[src/rtl/serctl_pkg.sv]
package serctl_pkg;
  localparam int WORD_W = 8;
  localparam int ATT_W  = WORD_W - 1;
  localparam int DEMP_W = 2;
  localparam int FMT_W  = 3;
  localparam int STEP_W = 3;
  localparam int PFX_W  = 4;

  typedef struct packed {
    logic [ATT_W-1:0]  atten;
    logic [DEMP_W-1:0] demp;
    logic [FMT_W-1:0]  fmt;
    logic              mute;
    logic              test;
    logic [STEP_W-1:0] step;
  } settings_t;

  localparam settings_t SETTINGS_DEF = '0;

  typedef enum logic [2:0] {
    OP_NONE, OP_ATT, OP_DEMP, OP_FMT, OP_FULL, OP_TEST, OP_STEP, OP_DP
  } op_e;

  localparam logic [PFX_W-1:0] PFX_DEMP = 4'b1000;
  localparam logic [PFX_W-1:0] PFX_FMT  = 4'b1001;
  localparam logic [PFX_W-1:0] PFX_FULL = 4'b1010;
  localparam logic [PFX_W-1:0] PFX_TEST = 4'b1100;
  localparam logic [PFX_W-1:0] PFX_STEP = 4'b1110;
  localparam logic [PFX_W-1:0] PFX_DP   = 4'b1111;
endpackage

[src/rtl/serctl_sync.sv]
module serctl_sync #(
  parameter int              WIDTH   = 3,
  parameter int              STAGES  = 2,
  parameter logic [WIDTH-1:0] RST_VAL = '0
) (
  input  logic             clk_i,
  input  logic             rst_ni,
  input  logic [WIDTH-1:0] d_i,
  output logic [WIDTH-1:0] q_o
);
  logic [WIDTH-1:0] stg_q [STAGES];

  always_ff @(posedge clk_i or negedge rst_ni) begin
    if (!rst_ni) begin
      for (int s = 0; s < STAGES; s++) stg_q[s] <= RST_VAL;
    end else begin
      stg_q[0] <= d_i;
      for (int s = 1; s < STAGES; s++) stg_q[s] <= stg_q[s-1];
    end
  end

  assign q_o = stg_q[STAGES-1];
endmodule

[src/rtl/serctl_shift.sv]
module serctl_shift #(
  parameter int WORD_W = 8
) (
  input  logic              clk_i,
  input  logic              rst_ni,
  input  logic              clr_i,
  input  logic              sck_i,
  input  logic              data_i,
  output logic [WORD_W-1:0] word_o
);
  logic              sck_prev_q;
  logic [WORD_W-1:0] sh_q;
  logic              sck_rise;

  assign sck_rise = sck_i & ~sck_prev_q;

  always_ff @(posedge clk_i or negedge rst_ni) begin
    if (!rst_ni) begin
      sck_prev_q <= 1'b0;
      sh_q       <= '0;
    end else begin
      sck_prev_q <= sck_i;
      if (clr_i)         sh_q <= '0;
      else if (sck_rise) sh_q <= {sh_q[WORD_W-2:0], data_i};
    end
  end

  assign word_o = sh_q;

  // without a shift edge the window holds
  p_hold_no_edge_r1: assert property (@(posedge clk_i) disable iff (!rst_ni)
    (!sck_rise && !clr_i) |=> $stable(word_o));
  // newest bit enters at the LSB
  p_lsb_newest_r1: assert property (@(posedge clk_i) disable iff (!rst_ni)
    (sck_rise && !clr_i) |=> (word_o[0] == $past(data_i)));
endmodule

[src/rtl/serctl_decode.sv]
module serctl_decode
  import serctl_pkg::*;
(
  input  logic [WORD_W-1:0] word_i,
  output op_e               op_o
);
  logic [PFX_W-1:0] pfx;
  assign pfx = word_i[WORD_W-1 -: PFX_W];

  always_comb begin
    op_o = OP_NONE;
    if (!word_i[WORD_W-1]) begin
      op_o = OP_ATT;
    end else begin
      unique case (pfx)
        PFX_DEMP: op_o = OP_DEMP;
        PFX_FMT:  op_o = OP_FMT;
        PFX_FULL: op_o = word_i[0] ? OP_FULL : OP_NONE;
        PFX_TEST: op_o = OP_TEST;
        PFX_STEP: op_o = OP_STEP;
        PFX_DP:   op_o = word_i[0] ? OP_DP : OP_NONE;
        default:  op_o = OP_NONE;
      endcase
    end
  end
endmodule

[src/rtl/serctl_regs.sv]
module serctl_regs
  import serctl_pkg::*;
(
  input  logic              clk_i,
  input  logic              rst_ni,
  input  logic              clr_i,
  input  logic              serial_i,
  input  logic              req_i,
  input  logic [WORD_W-1:0] word_i,
  input  op_e               op_i,
  output settings_t         set_o,
  output logic              full_rst_o,
  output logic              dp_rst_o
);
  settings_t set_q;
  logic      req_prev_q;
  logic      full_q, dp_q;
  logic      wr;

  assign wr = req_i & ~req_prev_q & serial_i;

  always_ff @(posedge clk_i or negedge rst_ni) begin
    if (!rst_ni) begin
      set_q      <= SETTINGS_DEF;
      req_prev_q <= 1'b0;
      full_q     <= 1'b0;
      dp_q       <= 1'b0;
    end else begin
      req_prev_q <= req_i;
      full_q     <= 1'b0;
      dp_q       <= 1'b0;
      if (clr_i) begin
        set_q <= SETTINGS_DEF;
      end else if (wr) begin
        case (op_i)
          OP_ATT:  set_q.atten <= word_i[ATT_W-1:0];
          OP_DEMP: set_q.demp  <= word_i[DEMP_W-1:0];
          OP_FMT: begin
            set_q.fmt  <= word_i[FMT_W:1];
            set_q.mute <= word_i[0];
          end
          OP_FULL: begin
            set_q  <= SETTINGS_DEF;
            full_q <= 1'b1;
            dp_q   <= 1'b1;
          end
          OP_TEST: set_q.test <= word_i[0];
          OP_STEP: set_q.step <= word_i[STEP_W-1:0];
          OP_DP:   dp_q <= 1'b1;
          default: ;
        endcase
      end
    end
  end

  assign set_o      = set_q;
  assign full_rst_o = full_q;
  assign dp_rst_o   = dp_q;

  p_full_defaults_r6: assert property (@(posedge clk_i) disable iff (!rst_ni)
    full_rst_o |-> (set_o == SETTINGS_DEF));
  p_full_with_dp_r6: assert property (@(posedge clk_i) disable iff (!rst_ni)
    full_rst_o |-> dp_rst_o);
  p_dp_single_r7: assert property (@(posedge clk_i) disable iff (!rst_ni)
    dp_rst_o |=> !dp_rst_o);
  p_clr_defaults_r9: assert property (@(posedge clk_i) disable iff (!rst_ni)
    clr_i |=> (set_o == SETTINGS_DEF && !full_rst_o && !dp_rst_o));
  p_parallel_hold_r10: assert property (@(posedge clk_i) disable iff (!rst_ni)
    (!serial_i && !clr_i) |=> ($stable(set_o) && !dp_rst_o));
  p_idle_hold_r11: assert property (@(posedge clk_i) disable iff (!rst_ni)
    (!wr && !clr_i) |=> $stable(set_o));
endmodule

[src/rtl/serctl_top.sv]
module serctl_top
  import serctl_pkg::*;
#(
  parameter int SYNC_STAGES = 2
) (
  input  logic              clk_i,
  input  logic              rst_ni,
  input  logic              ext_rst_ni,
  input  logic              mode_i,
  input  logic              sck_i,
  input  logic              req_i,
  input  logic              data_i,
  output logic [ATT_W-1:0]  atten_o,
  output logic [DEMP_W-1:0] demp_o,
  output logic [FMT_W-1:0]  fmt_o,
  output logic              mute_o,
  output logic              test_o,
  output logic [STEP_W-1:0] step_o,
  output logic              full_rst_o,
  output logic              dp_rst_o
);
  logic [2:0]        pins_s;
  logic              ext_rst_s;
  logic              clr;
  logic [WORD_W-1:0] word;
  op_e               op;
  settings_t         set;

  serctl_sync #(.WIDTH(3), .STAGES(SYNC_STAGES), .RST_VAL(3'b000)) u_pin_sync (
    .clk_i(clk_i), .rst_ni(rst_ni),
    .d_i({sck_i, req_i, data_i}), .q_o(pins_s)
  );

  serctl_sync #(.WIDTH(1), .STAGES(SYNC_STAGES), .RST_VAL(1'b0)) u_rst_sync (
    .clk_i(clk_i), .rst_ni(rst_ni), .d_i(ext_rst_ni), .q_o(ext_rst_s)
  );

  assign clr = ~ext_rst_s;

  serctl_shift #(.WORD_W(WORD_W)) u_shift (
    .clk_i(clk_i), .rst_ni(rst_ni), .clr_i(clr),
    .sck_i(pins_s[2]), .data_i(pins_s[0]), .word_o(word)
  );

  serctl_decode u_dec (.word_i(word), .op_o(op));

  serctl_regs u_regs (
    .clk_i(clk_i), .rst_ni(rst_ni), .clr_i(clr), .serial_i(mode_i),
    .req_i(pins_s[1]), .word_i(word), .op_i(op), .set_o(set),
    .full_rst_o(full_rst_o), .dp_rst_o(dp_rst_o)
  );

  assign atten_o = set.atten;
  assign demp_o  = set.demp;
  assign fmt_o   = mode_i ? set.fmt : pins_s;
  assign mute_o  = set.mute;
  assign test_o  = set.test;
  assign step_o  = set.step;

  p_serial_fmt_r4: assert property (@(posedge clk_i) disable iff (!rst_ni)
    (mode_i && $stable(mode_i) && !full_rst_o && !clr && !$past(clr)) |->
      (fmt_o == u_regs.set_o.fmt));
endmodule

[config.mk]
export PLATFORM = sky130hd
export DESIGN_NAME = serctl_top
export DESIGN_NICKNAME = d
export VERILOG_FILES = /design/src/rtl/serctl_pkg.sv /design/src/rtl/serctl_sync.sv /design/src/rtl/serctl_shift.sv /design/src/rtl/serctl_decode.sv /design/src/rtl/serctl_regs.sv /design/src/rtl/serctl_top.sv
export SDC_FILE = /design/constraint.sdc
export NUM_CORES = 1
export LEC_CHECK = 0
export ABC_CLOCK_PERIOD_IN_PS = 3700
export CAP_MARGIN = 20
export CELL_PAD_IN_SITES_DETAIL_PLACEMENT = 1
export CELL_PAD_IN_SITES_GLOBAL_PLACEMENT = 2
export CORE_ASPECT_RATIO = 0.9
export CORE_MARGIN = 10
export CORE_UTILIZATION = 38
export CTS_CLUSTER_SIZE = 20
export DETAILED_ROUTE_END_ITERATION = 16
export GPL_ROUTABILITY_DRIVEN = 0
export PLACE_DENSITY = 0.83
export SETUP_SLACK_MARGIN = 0.02
export SYNTH_ARGS = -nofsm -noshare
export SYNTH_HDL_FRONTEND = slang
export SYNTH_HIERARCHICAL = 1
export SYNTH_SLANG_ARGS = --single-unit
export TNS_END_PERCENT = 20
[constraint.sdc]
create_clock -name clk_i -period 3.7 [get_ports clk_i]
set_input_delay 0.74 -clock clk_i [delete_from_list [all_inputs] [get_ports clk_i]]
set_output_delay 0.74 -clock clk_i [all_outputs]
set_load 0.01 [all_outputs]
==> reports/qor.yml <==
synth_edf_count: 0
vdd_drop_max_mv: 0.169
cts_num_sinks: 37
grt_max_degree: 39
netlist_area_sq_um: 1790
cts_hold_buffers: 0
ys_seq_area_share_pct: 51.7
coreArea_sq_um: 4490
start_kind: "input pin"
syn_inst: 153
grt_use_total_pct: 10.2
ant_nets: 0
cp_max_fo: 7
syn_avg_cell_area_sq_um: 11.7
cpPeakStageDelay_ns: 0.68
gr-total-overflow: 0
setup_viol: 0
hp-class: "reg2reg"
portBuffers: 25
relSlewSlack_pct: 39.7
tritoncts: "done"
rows: 23
drv_slew: 0
yosys.area.top_type: "dfrtp_1"
p_leak_nw: 0.867
post_cts_buffers: 0
yosys_warnings: 6
dr.pass1.iters: 4
min_period_over_period_pct: 81.9
syn_to_final_growth_pct: 18.2
synth_seq_cells: 37
async_flop_share_pct: 100
yosysTopAreaCellShare_pct: 51.7
arrival_ns: 2.29
dp.cells: 229
timing_worst_setup_path_type: "in2out"
tightest_slew_ns: 0.904
clock_path_buffers: 2
dp_hpwl_um: 2720
clock_latency_ns: 0.29
ctsHtreeMaxLevel: 2
synth_fp_nets: 160
vias: 1192
fin_cells: 237
die_area_sq_um: 7860
grt_pass1_vias: 1319
netlist_top_cells_count: "37 x dfrtp_1, 21 x nand2b_1, 14 x mux2i_1"
drt_iter0_markers: 45
fin_tns_setup_ns: 0
drv_cap: 0
post_drt_wl_per_cell_um: 16.3
hold_viol: 0
synth_flop_cell: "dfrtp_1"
ys_types: 40
grt_pass1_wl_um: 6540
fin_nets: 181
power_density_nw_per_um2: 344
clock_skew_ns: 0.00620
layout-drive-gt1-share_pct: 11.4
dieWidth_um: 92.3
cts-root-buf: "clkbuf_8"
dieHeight_um: 85.1
min_period_ns: 3.03
numCtsBuffers: 5
rsz0062_at_grt: "false"
yosysMostFrequentCell: "dfrtp_1"
status: "complete, no violations"
drc: 0
io_pins: 26
finalWirelength_um: 3860
path_clk_slew_ns: 0.07
n_antenna_cell: 0
cp.required_ns: 2.96
initial_core_util_pct: 39.9
synthTopCellsByArea: "dfrtp_1 52%, mux2i_1 7.8%, nand2b_1 7.3%"
cts_resized: 0
max_freq_mhz: 330
timing.hold.ws_ns: 0.354
cpMaxStageDelayCell: "clkdlybuf4s50_1"
end_kind: "output pin"
via_per_inst: 5.03
cp_cell_sequence: "clkdlybuf4s50_1 -> mux2_2 -> clkdlybuf4s50_1"
antenna_found_initial: 0
cp_common_cell: "clkdlybuf4s50_1"
[per-stage QoR]
stage | area [sq um] | power, W | util (%) | worst slack (ns)
detailed placement | 2030 | 0.000470 | 45.3 | 0.682
finish | 2110 | 0.000728 | 47.1 | 0.671
floorplan | 1790 | 0.000449 | - | 1.80
CTS | 2110 | 0.000742 | 47.1 | 0.665
global placement | 2030 | 0.000468 | 45.3 | 0.685
global route | 2110 | 0.000764 | 47.1 | 0.612
[power breakdown]
group / internal, W / leakage, nW / switching (W)
registers: 0.000411 / 0.493 / 0.00000617
clock network: 0.000130 / 0.0450 / 0.000137
logic: 0.0000207 / 0.328 / 0.0000234
total: 0.000562 / 0.867 / 0.000166
[cell usage in the layout (no fill, tap or decap), types with 2 or more instances in the layout]
master           Yosys  final
clkinv_2             0      2
o32ai_1              4      4
clkdlybuf4s50_1      0     24
nand4_1              6      6
a21oi_1              7      7
nand4bb_1            2      2
o21ai_1              4      4
mux2i_1             14     14
nand3b_1             7      7
dfrtp_1             37     37
mux2_2               3      3
xnor2_1              2      2
inv_1                7      7
o31ai_1              2      2
nor2b_1              2      2
nor2_1               2      2
nand2_1              2      2
nand2b_1            21     21
clkbuf_8             0      5
[path summary, 6_finish.rpt]
kind / depth (start not counted) / endpoint / start / slack [ns]
setup reg to reg: 6 / u_regs/set_o[7]$_DFFE_PN0P_ / u_shift/word_o[0]$_DFFE_PN0P_ / 1.15
max in group asynchronous: 1 / u_shift/word_o[3]$_DFFE_PN0P_ / rst_ni / 2.65
min in group asynchronous: 1 / u_regs/set_o[12]$_DFFE_PN0P_ / rst_ni / 0.54
hold reg to reg: 0 / u_rst_sync/q_o$_DFF_PN0_ / u_rst_sync/stg_q[1]$_DFF_PN0_ / 0.35
hold / removal: 0 / u_rst_sync/q_o$_DFF_PN0_ / u_rst_sync/stg_q[1]$_DFF_PN0_ / 0.35
setup / recovery: 3 / fmt_o[2] / mode_i / 0.67
[final cells by class]
| cell class | instances | area, sq um |
|---|---|---|
| tap | 62 | 77.6 |
| multi-input combinational | 97 | 753 |
| clock buffer | 6 | 72.6 |
| clock inverter | 2 | 10.0 |
| inverter | 8 | 30.0 |
| timing repair buffer | 25 | 245 |
| sequential | 37 | 926 |
| fill | 501 | 2370 |
[cell families (layout without fill, tap and decap cells)]
family | Yosys count | after routing | share of synthesized area (%)
flip-flops | 37 | 37 | 51.7
buffers and inverters | 19 | 41 | 6.15
multiplexers | 17 | 17 | 9.72
XOR/XNOR | 3 | 3 | 1.47
adder cells (fa/ha/maj) | 1 | 1 | 0.629
AO/OA/AOI/OAI | 22 | 22 | 8.88
AND/OR/NAND/NOR | 54 | 54 | 21.4
[registers in the layout, indices dropped and copies added, names as in the netlist, 3 cells and up]
| register | cells |
|---|---|
| u_pin_sync/q_o | 3 |
| u_shift/word_o | 8 |
| u_regs/set_o | 17 |
| u_pin_sync/stg_q | 3 |
[routing by layer]
layer,track usage (%),share of wire (%),vias to the layer above
li1,-,-,567
met1,12.2,45,599
met2,16.7,49,23
met3,4.14,5.1,3
met4,2.94,0.80,0
met5,0,0,-
[worst max-delay path: cells and delay by family]
kind / cells / cell delay [ns]
mux: 1 / 0.38
buf+inv: 2 / 1.17
Power figures use the tool's default switching activity.
